## src/rtl/burst_addr_gen_pkg.sv

```systemverilog
package burst_addr_gen_pkg;
  localparam int BEAT_W = 2;

  typedef struct packed {
    logic capture;
    logic step;
  } bagStrobes_t;

  function automatic logic [BEAT_W-1:0] beatLow(input logic [BEAT_W-1:0] startLow,
                                                input logic [BEAT_W-1:0] beatNum,
                                                input logic interleaved);
    if (interleaved) return startLow ^ beatNum;
    return startLow + beatNum;
  endfunction
endpackage

```

## src/rtl/burst_addr_ctrl.sv

```systemverilog
module burst_addr_ctrl
  import burst_addr_gen_pkg::*;
(
  input  logic        loadStb,
  input  logic        advanceN,
  output bagStrobes_t stb
);
  always_comb begin
    stb.capture = loadStb;
    stb.step    = !loadStb && !advanceN;
  end
endmodule

```

## src/rtl/burst_addr_dp.sv

```systemverilog
module burst_addr_dp
  import burst_addr_gen_pkg::*;
#(
  parameter int ADDR_W = 18
) (
  input  logic              clk,
  input  logic              rstN,
  input  bagStrobes_t       stb,
  input  logic [ADDR_W-1:0] baseAddr,
  input  logic              orderSel,
  output logic [ADDR_W-1:0] curAddr,
  output logic [BEAT_W-1:0] beatIdx
);
  localparam int UPPER_W = ADDR_W - BEAT_W;

  logic [BEAT_W-1:0] startLow;
  logic [BEAT_W-1:0] beatCnt;

  always_ff @(posedge clk or negedge rstN) begin
    if (!rstN) begin
      startLow <= '0;
      beatCnt  <= '0;
    end else if (stb.capture) begin
      startLow <= baseAddr[BEAT_W-1:0];
      beatCnt  <= '0;
    end else if (stb.step) begin
      beatCnt  <= beatCnt + 1'b1;
    end
  end

  generate
    if (UPPER_W > 0) begin : g_upper
      logic [UPPER_W-1:0] upperReg;
      always_ff @(posedge clk or negedge rstN) begin
        if (!rstN)            upperReg <= '0;
        else if (stb.capture) upperReg <= baseAddr[ADDR_W-1:BEAT_W];
      end
      assign curAddr[ADDR_W-1:BEAT_W] = upperReg;
    end
  endgenerate

  assign curAddr[BEAT_W-1:0] = beatLow(startLow, beatCnt, orderSel);
  assign beatIdx = beatCnt;
endmodule

```

## src/rtl/burst_addr_gen.sv

```systemverilog
module burst_addr_gen
  import burst_addr_gen_pkg::*;
#(
  parameter int ADDR_W = 18
) (
  input  logic              clk,
  input  logic              rstN,
  input  logic              loadStb,
  input  logic              advanceN,
  input  logic [ADDR_W-1:0] baseAddr,
  input  logic              orderSel,
  output logic [ADDR_W-1:0] curAddr,
  output logic [1:0]        beatIdx
);
  bagStrobes_t stb;

  burst_addr_ctrl u_ctrl (
    .loadStb  (loadStb),
    .advanceN (advanceN),
    .stb      (stb)
  );

  burst_addr_dp #(.ADDR_W(ADDR_W)) u_dp (
    .clk      (clk),
    .rstN     (rstN),
    .stb      (stb),
    .baseAddr (baseAddr),
    .orderSel (orderSel),
    .curAddr  (curAddr),
    .beatIdx  (beatIdx)
  );
endmodule

```

## config.mk

```make
export PLATFORM = sky130hd
export DESIGN_NAME = burst_addr_gen
export DESIGN_NICKNAME = d
export VERILOG_FILES = /design/src/rtl/burst_addr_gen_pkg.sv /design/src/rtl/burst_addr_ctrl.sv /design/src/rtl/burst_addr_dp.sv /design/src/rtl/burst_addr_gen.sv
export SDC_FILE = /design/constraint.sdc
export NUM_CORES = 1
export LEC_CHECK = 0
export BUFFER_PORTS_ARGS = -buffer_cell sky130_fd_sc_hd__buf_2
export CAP_MARGIN = 40
export CORE_UTILIZATION = 42
export DETAILED_ROUTE_END_ITERATION = 12
export PLACE_DENSITY_LB_ADDON = 0.25
export SLEW_MARGIN = 10
export SYNTH_ARGS = -nofsm -noshare
export SYNTH_HDL_FRONTEND = slang
export SYNTH_SLANG_ARGS = --single-unit
export TNS_END_PERCENT = 100
```

## constraint.sdc

```tcl
create_clock -name clk -period 2.2 [get_ports clk]
set_input_delay 0.33 -clock clk [delete_from_list [all_inputs] [get_ports clk]]
set_output_delay 0.33 -clock clk [all_outputs]
set_load 0.03 [all_outputs]
```

==> results.py, run 1 <==
metrics = {
    "final_layout": {
        "antenna-diode-count": 0,
        "finalInstanceArea_um2": 1140,
        "nets": 119,
        "layout-drive-gt1-share_pct": 68.1,
        "area_growth_syn_to_layout_pct": 33.0,
        "fin_cells": 121,
    },
    "die": {
        "dieArea_um2": 2230,
        "rows": 16,
        "core_area_um2": 1940,
        "die_h_um": 47.3,
        "io_pins": 43,
        "start_util_pct": 44.3,
        "die_w_um": 47.3,
    },
    "power_and_ir_drop": {
        "p_total_uw": 945,
        "power.leakage_nw": 0.611,
        "p_per_area_nw_per_um2": 825,
        "vdd_drop_max_v": 0.000500,
    },
    "yosys": {
        "syn-cell-area_um2": 861,
        "ys_warn_count": 0,
        "syn-instance-count": 49,
        "synth-seq-cells": 20,
        "yosysUniqueCellTypes": 9,
        "synth_seq_area_share_pct": 58.1,
        "syn_nets": 73,
        "avgSynthCellArea_um2": 17.6,
    },
    "route": {
        "ant_nets": 0,
        "wl_um": 1370,
        "viasPerCell": 4.46,
        "wl_per_cell_um": 11.3,
        "vias": 540,
        "drc": 0,
        "dr.first_iter.drc_count": 0,
        "drtPass1Iterations": 1,
    },
    "worst_setup_path": {
        "r2r-start": "u_dp.beatIdx[0]",
        "worstPathMaxFanout": 4,
        "r2r_slack_ps": 1280,
        "required_ps": 1870,
        "r2r_end": "u_dp.beatIdx[1]",
        "cp-start-kind": "flip-flop",
        "worst_r2r_path_depth": 3,
        "crit_arrival_ps": 1370,
        "cp-end-kind": "primary output",
        "path_class": "flip-flop to primary output",
    },
    "sta": {
        "clock.fmax_mhz": 590,
        "period_needed_ps": 1700,
        "finClkSkew_ps": 0.0446,
        "finalCritPeriodShare_pct": 77.1,
        "rsz0062_at_grt": "false",
        "hold_viol": 0,
        "slew_viol_final": 0,
        "setup_violations": 0,
        "tightest_slew_ps": 590,
        "max_slew_margin_pct": 60.7,
        "holdWs_ps": 258,
        "tns_ps": 0,
    },
    "global_routing": {
        "grt_antenna_before_repair": 0,
        "grt_pass1_wl_um": 2170,
        "overflow": 0,
        "gr-usage-all-layers_pct": 14.2,
        "grt_max_degree": 21,
        "grt_pass1_vias": 509,
    },
    "clocking": {
        "clkLatencyLatePin_ps": 290,
        "cts_max_level": 1,
        "ctsResizeCount": 0,
        "cts_buffers": 3,
        "clk_path_buf_depth": 2,
        "clkTransAtPathRegs_ps": 110,
        "cts_sinks": 20,
        "root_buffer": "clkbuf_4",
        "cts_tree": "built",
    },
    "hold_path": {
        "hp-class": "primary input to flip-flop",
        "holdPathStages": 2,
        "min_from": "baseAddr[6]",
        "min_to": "u_dp.g_upper.upperReg[4]",
    },
    "place": {
        "hpwl_um": 998,
        "io_buffer_count": 42,
        "dpl.cell_count": 116,
        "place_area_um2": 1080,
        "gp_congestion": 0.601,
    },
    "run": {
        "maxCapViolCount": 0,
    },
    "status": {
        "outcome": "completed",
    },
}
layout make-up:
type / count / area [um^2]
fill: 172 / 797
sequential: 20 / 500
clock buffer: 3 / 22.5
timing repair buffer: 43 / 220
clock inverter: 1 / 30.0
multi-input combinational: 27 / 338
tap: 27 / 33.8
Yosys cell counts, drive strengths merged:
cell type  number  area [um^2]
dfrtp          20          500
mux2           18          270
and2b           1         7.51
nor2b           2         12.5
nor3            1         5.00
xnor2           3         26.3
nor2            1         3.75
buf             2         22.5
ha              1         12.5
per-stage QoR:
stage / setup WS, ps / utilization, %
after floorplan: 489 / -
after global placement: 860 / 55.7
after detailed placement: 822 / 55.7
after CTS: 477 / 59.0
after global routing: 391 / 59.0
final: 505 / 59.0
worst max-delay path, stage by stage (launching register included):
cell     delay (ps)
dfrtp_1         420
ha_1            200
nor2b_1         130
xnor2_1         120
buf_2           210
per-layer routing:
metal  vias to the layer above  wire length (um)  part of all wire [%]  global-route usage (%)
li1                        259                 -                     -                       -
met1                       261               664                    49                    19.8
met2                        18               630                    46                    21.4
met3                         2                65                   4.8                    3.46
met4                         0                 6                  0.44                    5.14
met5                         -                 0                     0                       0
state kept, by name, summed over array words and instances (netlist names):
| name | cells |
|---|---|
| u_dp.g_upper.upperReg | 16 |
| u_dp.beatIdx | 2 |
| u_dp.startLow | 2 |
power by group:
group | switching, mW | internal, mW
clock | 0.108 | 0.184
sequential | 0.0207 | 0.403
combinational | 0.130 | 0.0997
worst max path at each step:
stage,start,to,slack [ps],cells after the start
after detailed placement,u_dp.beatIdx[0],curAddr[1],820,4
after global routing,u_dp.beatIdx[0],curAddr[1],390,4
after global placement,u_dp.beatIdx[0],curAddr[1],860,4
after CTS,u_dp.beatIdx[0],curAddr[1],480,4
final,u_dp.beatIdx[0],curAddr[1],500,4
after floorplan,u_dp.beatIdx[0],curAddr[1],490,3
cell usage in the layout, fill, tap and decap left out:
| master | n |
|---|---|
| and2b_1 | 1 |
| dlygate4sd3_1 | 1 |
| ha_1 | 1 |
| nor2b_1 | 2 |
| nor3_1 | 1 |
| xnor2_1 | 3 |
| bufinv_16 | 1 |
| clkbuf_4 | 3 |
| dfrtp_1 | 20 |
| buf_2 | 42 |
| mux2_4 | 18 |
| nor2_1 | 1 |
kinds of logic (layout without fill, tap and decap cells):
group / Yosys count / in the layout / synth area share, %
multiplexers: 18 / 18 / 31.4
XOR/XNOR: 3 / 3 / 3.05
flip-flops: 20 / 20 / 58.1
adder cells (fa/ha/maj): 1 / 1 / 1.45
buffers and inverters: 2 / 47 / 2.62
AND/OR/NAND/NOR: 5 / 5 / 3.34
repair_timing:
action	CTS	global route
buffers inserted	0	0
hold buffers	1	0
endpoints found under the setup margin	0	0
endpoints found under the hold margin	20	0
Power figures use the tool's default switching activity.
==> run 2, diff against run 1 <==
==> constraint.sdc (replaced) <==
create_clock -name clk -period 1.68 [get_ports clk]
set_input_delay 0.252 -clock clk [delete_from_list [all_inputs] [get_ports clk]]
set_output_delay 0.252 -clock clk [all_outputs]
set_load 0.03 [all_outputs]
==> run 2 against run 1 <==
  * First-iteration DRC count did not move
  * Routed wire length down 1.8%
  * Hold slack lost 69 ps
  * Flip-flop and latch count unchanged
  * Critical path depth unchanged
  * Utilization increased by 0.064 points
  * Register-to-register slack lost 480 ps
  * Highest routed layer unchanged
  * Global-route usage decreased by 1.1 points
  * Clock-buffer cell count is 1 higher
  * Power up 19%
  * Clock power shrank 10%
==> results.py, run 2 (synthesized netlist as in run 1, its figures left out) <==
metrics = {
    "clocking": {
        "cts_tree": "built",
        "cts_buffers": 3,
        "clkLatencyLatePin_ps": 280,
        "clk_path_buf_depth": 2,
        "cts_max_level": 1,
        "clkTransAtPathRegs_ps": 100,
        "root_buffer": "clkbuf_4",
        "cts_sinks": 20,
    },
    "die": {
        "io_pins": 43,
        "start_util_pct": 44.3,
        "core_area_um2": 1940,
        "die_w_um": 47.3,
        "rows": 16,
        "die_h_um": 47.3,
        "dieArea_um2": 2230,
    },
    "power_and_ir_drop": {
        "p_per_area_nw_per_um2": 980,
        "vdd_drop_max_v": 0.000613,
        "power.leakage_nw": 0.615,
    },
    "final_layout": {
        "antenna-diode-count": 0,
        "area_growth_syn_to_layout_pct": 33.1,
        "nets": 121,
        "layout-drive-gt1-share_pct": 68.8,
        "fin_cells": 123,
        "mostFrequentLayoutCells": "41 x buf_2, 20 x dfrtp_1, 18 x mux2_4",
        "final_common_cell": "buf_2",
        "regMostFlops": "u_dp.g_upper.upperReg",
        "largest_reg_flops": 16,
        "fillers": 171,
    },
    "route": {
        "vias": 549,
        "dr.first_iter.drc_count": 0,
        "wl_um": 1340,
        "wl_per_cell_um": 10.9,
        "ant_nets": 0,
        "drtPass1Iterations": 1,
        "viasPerCell": 4.46,
        "drc": 0,
    },
    "place": {
        "gp_congestion": 0.602,
        "io_buffer_count": 42,
        "dpl.cell_count": 117,
    },
    "sta": {
        "hold_viol": 0,
        "rsz0062_at_grt": "false",
        "finClkSkew_ps": 0.114,
        "tns_ps": 0,
        "period_needed_ps": 1570,
        "tightest_slew_ps": 571,
        "setup_violations": 0,
        "slew_viol_final": 0,
        "finalCritPeriodShare_pct": 93.3,
        "clock.fmax_mhz": 638,
        "max_slew_margin_pct": 62.0,
    },
    "global_routing": {
        "grt_max_degree": 21,
        "grt_pass1_wl_um": 1950,
        "grt_pass1_vias": 457,
        "gr-usage-all-layers_pct": 13.1,
        "overflow": 0,
        "grt_antenna_before_repair": 0,
    },
    "worst_setup_path": {
        "required_ps": 1430,
        "crit_arrival_ps": 1320,
        "slowest_stage": "dfrtp_1",
        "worstPathMaxFanout": 3,
        "cp-start-kind": "flip-flop",
        "cp-end-kind": "primary output",
        "path_class": "flip-flop to primary output",
        "critPathMaxStageDelay_ps": 410,
        "cp_cell_sequence": "ha_1 -> nor2b_1 -> xnor2_1 -> buf_4",
    },
    "status": {
        "outcome": "completed",
    },
    "hold_path": {
        "hp-class": "primary input to flip-flop",
    },
    "run": {
        "maxCapViolCount": 0,
    },
}
run 2: metal layers:
metal  share of wire (%)  track usage [%]
met1                  46             17.9
met2                  48             19.7
met4                0.45             5.14
met5                   0                0
met3                 5.5             3.46
run 2: metrics by stage:
step           hold WS, ps  power [mW]  cell area (um^2)  worst slack [ps]  utilization [%]
2_1_floorplan        -43.6       0.775               861              47.3                -
3_3_place_gp           216       0.863              1090               418             56.1
3_5_place_dp           220       0.867              1090               383             56.1
4_1_cts                176        1.14              1140              49.3             58.5
5_1_grt                167        1.19              1150              10.3             59.0
6_report               189        1.12              1150               112             59.0
run 2: path summary, 6_finish.rpt:
check / from / endpoint / slack, ps / depth (start not counted)
setup / recovery: u_dp.beatIdx[0] / curAddr[1] / 110 / 4
hold / removal: baseAddr[17] / u_dp.g_upper.upperReg[15] / 190 / 2
setup reg to reg: u_dp.beatIdx[0] / u_dp.beatIdx[1] / 800 / 3
hold reg to reg: u_dp.g_upper.upperReg[15] / u_dp.g_upper.upperReg[15] / 510 / 1
max in group asynchronous: rstN / u_dp.g_upper.upperReg[12] / 960 / 2
min in group asynchronous: rstN / u_dp.g_upper.upperReg[5] / 420 / 2
run 2: worst max-delay path, delay by kind of cell (launching register included):
kind | cells | cell delay, ps
flops | 1 | 410
simple gates | 1 | 130
fa+ha+maj | 1 | 190
buf+inv | 1 | 180
xor+xnor | 1 | 130
run 2: final cells by class:
| class | count | area, um^2 | share of cell area [%] |
|---|---|---|---|
| sequential | 20 | 500 | 43.7 |
| tap | 27 | 33.8 | 2.95 |
| timing repair buffer | 45 | 238 | 20.7 |
| clock buffer | 4 | 36.3 | 3.17 |
| multi-input combinational | 27 | 338 | 29.5 |
run 2: timing repair:
action	CTS	global route
endpoints found under the setup margin	0	1
hold endpoints to repair	20	0
gates resized for setup	0	2
setup buffers	0	1
hold buffers	1	0
run 2: power by group:
| group | internal, mW | total, mW | switching (mW) |
|---|---|---|---|
| combinational | 0.137 | 0.307 | 0.170 |
| sequential | 0.528 | 0.554 | 0.0260 |
| clock | 0.132 | 0.262 | 0.130 |
==> run 3, diff against run 2 <==
--- a/config.mk
+++ b/config.mk
@@ -10,6 +10,7 @@
 export CORE_UTILIZATION = 42
 export DETAILED_ROUTE_END_ITERATION = 12
 export PLACE_DENSITY_LB_ADDON = 0.25
+export RECOVER_POWER = 50
 export SLEW_MARGIN = 10
 export SYNTH_ARGS = -nofsm -noshare
 export SYNTH_HDL_FRONTEND = slang
==> run 3 against run 2 <==
  * Clock skew about the same
  * Clock power about the same
  * Setup slack about the same
  * Die area unchanged
  * Global-route usage unchanged
  * Flip-flop and latch count unchanged
  * First-iteration DRC count unchanged
  * Final cell count unchanged
  * Critical endpoint unchanged
  * Largest power group unchanged
  * Highest routed layer unchanged
==> results.py, run 3 (synthesized netlist as in run 1, its figures left out) <==
metrics = {
    "global_routing": {
        "globalRouteMet3Util_pct": 3.46,
        "overflow": 0,
        "grt_max_degree": 21,
        "use_met2_pct": 19.7,
        "use_met1_pct": 17.9,
        "grt_pass1_vias": 457,
        "grt_pass1_wl_um": 1950,
        "grt_antenna_before_repair": 0,
        "gr-usage-all-layers_pct": 13.1,
        "grt.busiest_layer": "met2",
    },
    "die": {
        "dieArea_um2": 2230,
        "rows": 16,
        "io_pins": 43,
        "die_w_um": 47.3,
        "core_area_um2": 1940,
        "die_h_um": 47.3,
        "start_util_pct": 44.3,
    },
    "worst_setup_path": {
        "r2r-start": "u_dp.beatIdx[0]",
        "path_delay_family": "flip-flops",
        "r2r_end": "u_dp.beatIdx[1]",
        "required_ps": 1430,
        "cp.depth": 4,
        "worst_r2r_path_depth": 3,
        "path_buf_inv": 1,
        "startpoint": "u_dp.beatIdx[0]",
        "slowest_stage": "dfrtp_1",
        "cp_cell_sequence": "ha_1 -> nor2b_1 -> xnor2_1 -> buf_4",
        "cp-start-kind": "flip-flop",
        "crit_end": "curAddr[1]",
        "worstPathMaxFanout": 3,
        "crit_arrival_ps": 1320,
        "cp-end-kind": "primary output",
        "critPathMaxStageDelay_ps": 410,
        "path_class": "flip-flop to primary output",
        "r2r_slack_ps": 800,
    },
    "sta": {
        "max_slew_margin_pct": 17.0,
        "finalCritPeriodShare_pct": 93.4,
        "tightest_slew_ps": 1240,
        "slew_viol_final": 0,
        "setup_slack_ps": 112,
        "period_needed_ps": 1570,
        "rsz0062_at_grt": "false",
        "hold_viol": 0,
        "tns_ps": 0,
        "clock.fmax_mhz": 638,
        "setup_violations": 0,
        "finClkSkew_ps": 0.115,
    },
    "final_layout": {
        "final_common_cell": "buf_2",
        "multiInputGateArea_um2": 315,
        "nets": 121,
        "regArea_um2": 500,
        "largest_reg_flops": 16,
        "layout-drive-gt1-share_pct": 60.4,
        "regMostFlops": "u_dp.g_upper.upperReg",
        "antenna-diode-count": 0,
        "area_growth_syn_to_layout_pct": 30.2,
        "fillers": 181,
        "mostFrequentLayoutCells": "39 x buf_2, 20 x dfrtp_1, 12 x mux2_4",
    },
    "place": {
        "io_buffer_count": 42,
        "gp_congestion": 0.602,
        "dp_slack_ps": 383,
    },
    "clocking": {
        "clkTransAtPathRegs_ps": 100,
        "cts_sinks": 20,
        "cts_max_level": 1,
        "cts_tree": "built",
        "cts_buffers": 3,
        "clk_path_buf_depth": 2,
        "root_buffer": "clkbuf_4",
        "clkLatencyLatePin_ps": 280,
    },
    "power_and_ir_drop": {
        "vdd_drop_max_v": 0.000608,
        "p_per_area_nw_per_um2": 990,
        "power.leakage_nw": 0.584,
    },
    "route": {
        "drtPass1Iterations": 1,
        "wl_um": 1340,
        "ant_nets": 0,
        "drc": 0,
        "vias": 546,
        "wl_per_cell_um": 10.9,
        "viasPerCell": 4.44,
        "dr.first_iter.drc_count": 0,
    },
    "status": {
        "outcome": "completed",
    },
    "run": {
        "maxCapViolCount": 0,
    },
    "hold_path": {
        "hp-class": "primary input to flip-flop",
    },
}
run 3: report_power, final:
part / total, mW / switching (mW) / internal (mW)
clock: 0.262 / 0.130 / 0.132
sequential: 0.553 / 0.0252 / 0.528
combinational: 0.294 / 0.169 / 0.125
total: 1.11 / 0.325 / 0.785
run 3: worst min path at each step:
stage,from,end,slack (ps),cells after the start
floorplan,rstN,u_dp.beatIdx[0],-40,0
global placement,rstN,u_dp.g_upper.upperReg[10],220,1
detailed placement,rstN,u_dp.g_upper.upperReg[10],220,1
CTS,baseAddr[14],u_dp.g_upper.upperReg[12],180,2
global route,baseAddr[5],u_dp.g_upper.upperReg[3],160,2
finish,baseAddr[4],u_dp.g_upper.upperReg[2],170,2
run 3: timing repair:
item,4_1_cts,5_1_grt
setup buffers,0,1
resized for setup,0,2
hold buffers,1,0
setup endpoints to repair,0,1
hold endpoints to repair,20,0
run 3: final cells by class:
| class | instances | area share (%) |
|---|---|---|
| clock buffers | 4 | 3.24 |
| well taps | 27 | 3.01 |
| repair buffers | 45 | 21.0 |
| flip-flops and latches | 20 | 44.6 |
| multi-input cells | 27 | 28.1 |
run 3: routing by layer:
layer  wire (um)  part of all wire [%]
met5           0                     0
met4           6                  0.45
met2         637                    48
met1         619                    46
met3          75                   5.6
run 3: metrics by stage:
step	total power, mW	area (um^2)	std cells	hold slack (ps)	util, %
2_1_floorplan	0.775	861	49	-43.6	-
3_3_place_gp	0.863	1090	117	216	56.1
3_5_place_dp	0.867	1090	117	220	56.1
4_1_cts	1.14	1140	122	176	58.5
5_1_grt	1.18	1120	123	162	57.7
6_report	1.11	1120	123	173	57.7
run 3: worst reg2reg max path, cell delays in order, from the launching register on:
cell	delay (ps)
dfrtp_1	410
and2b_1	190
xnor2_1	140
nor2_1	50
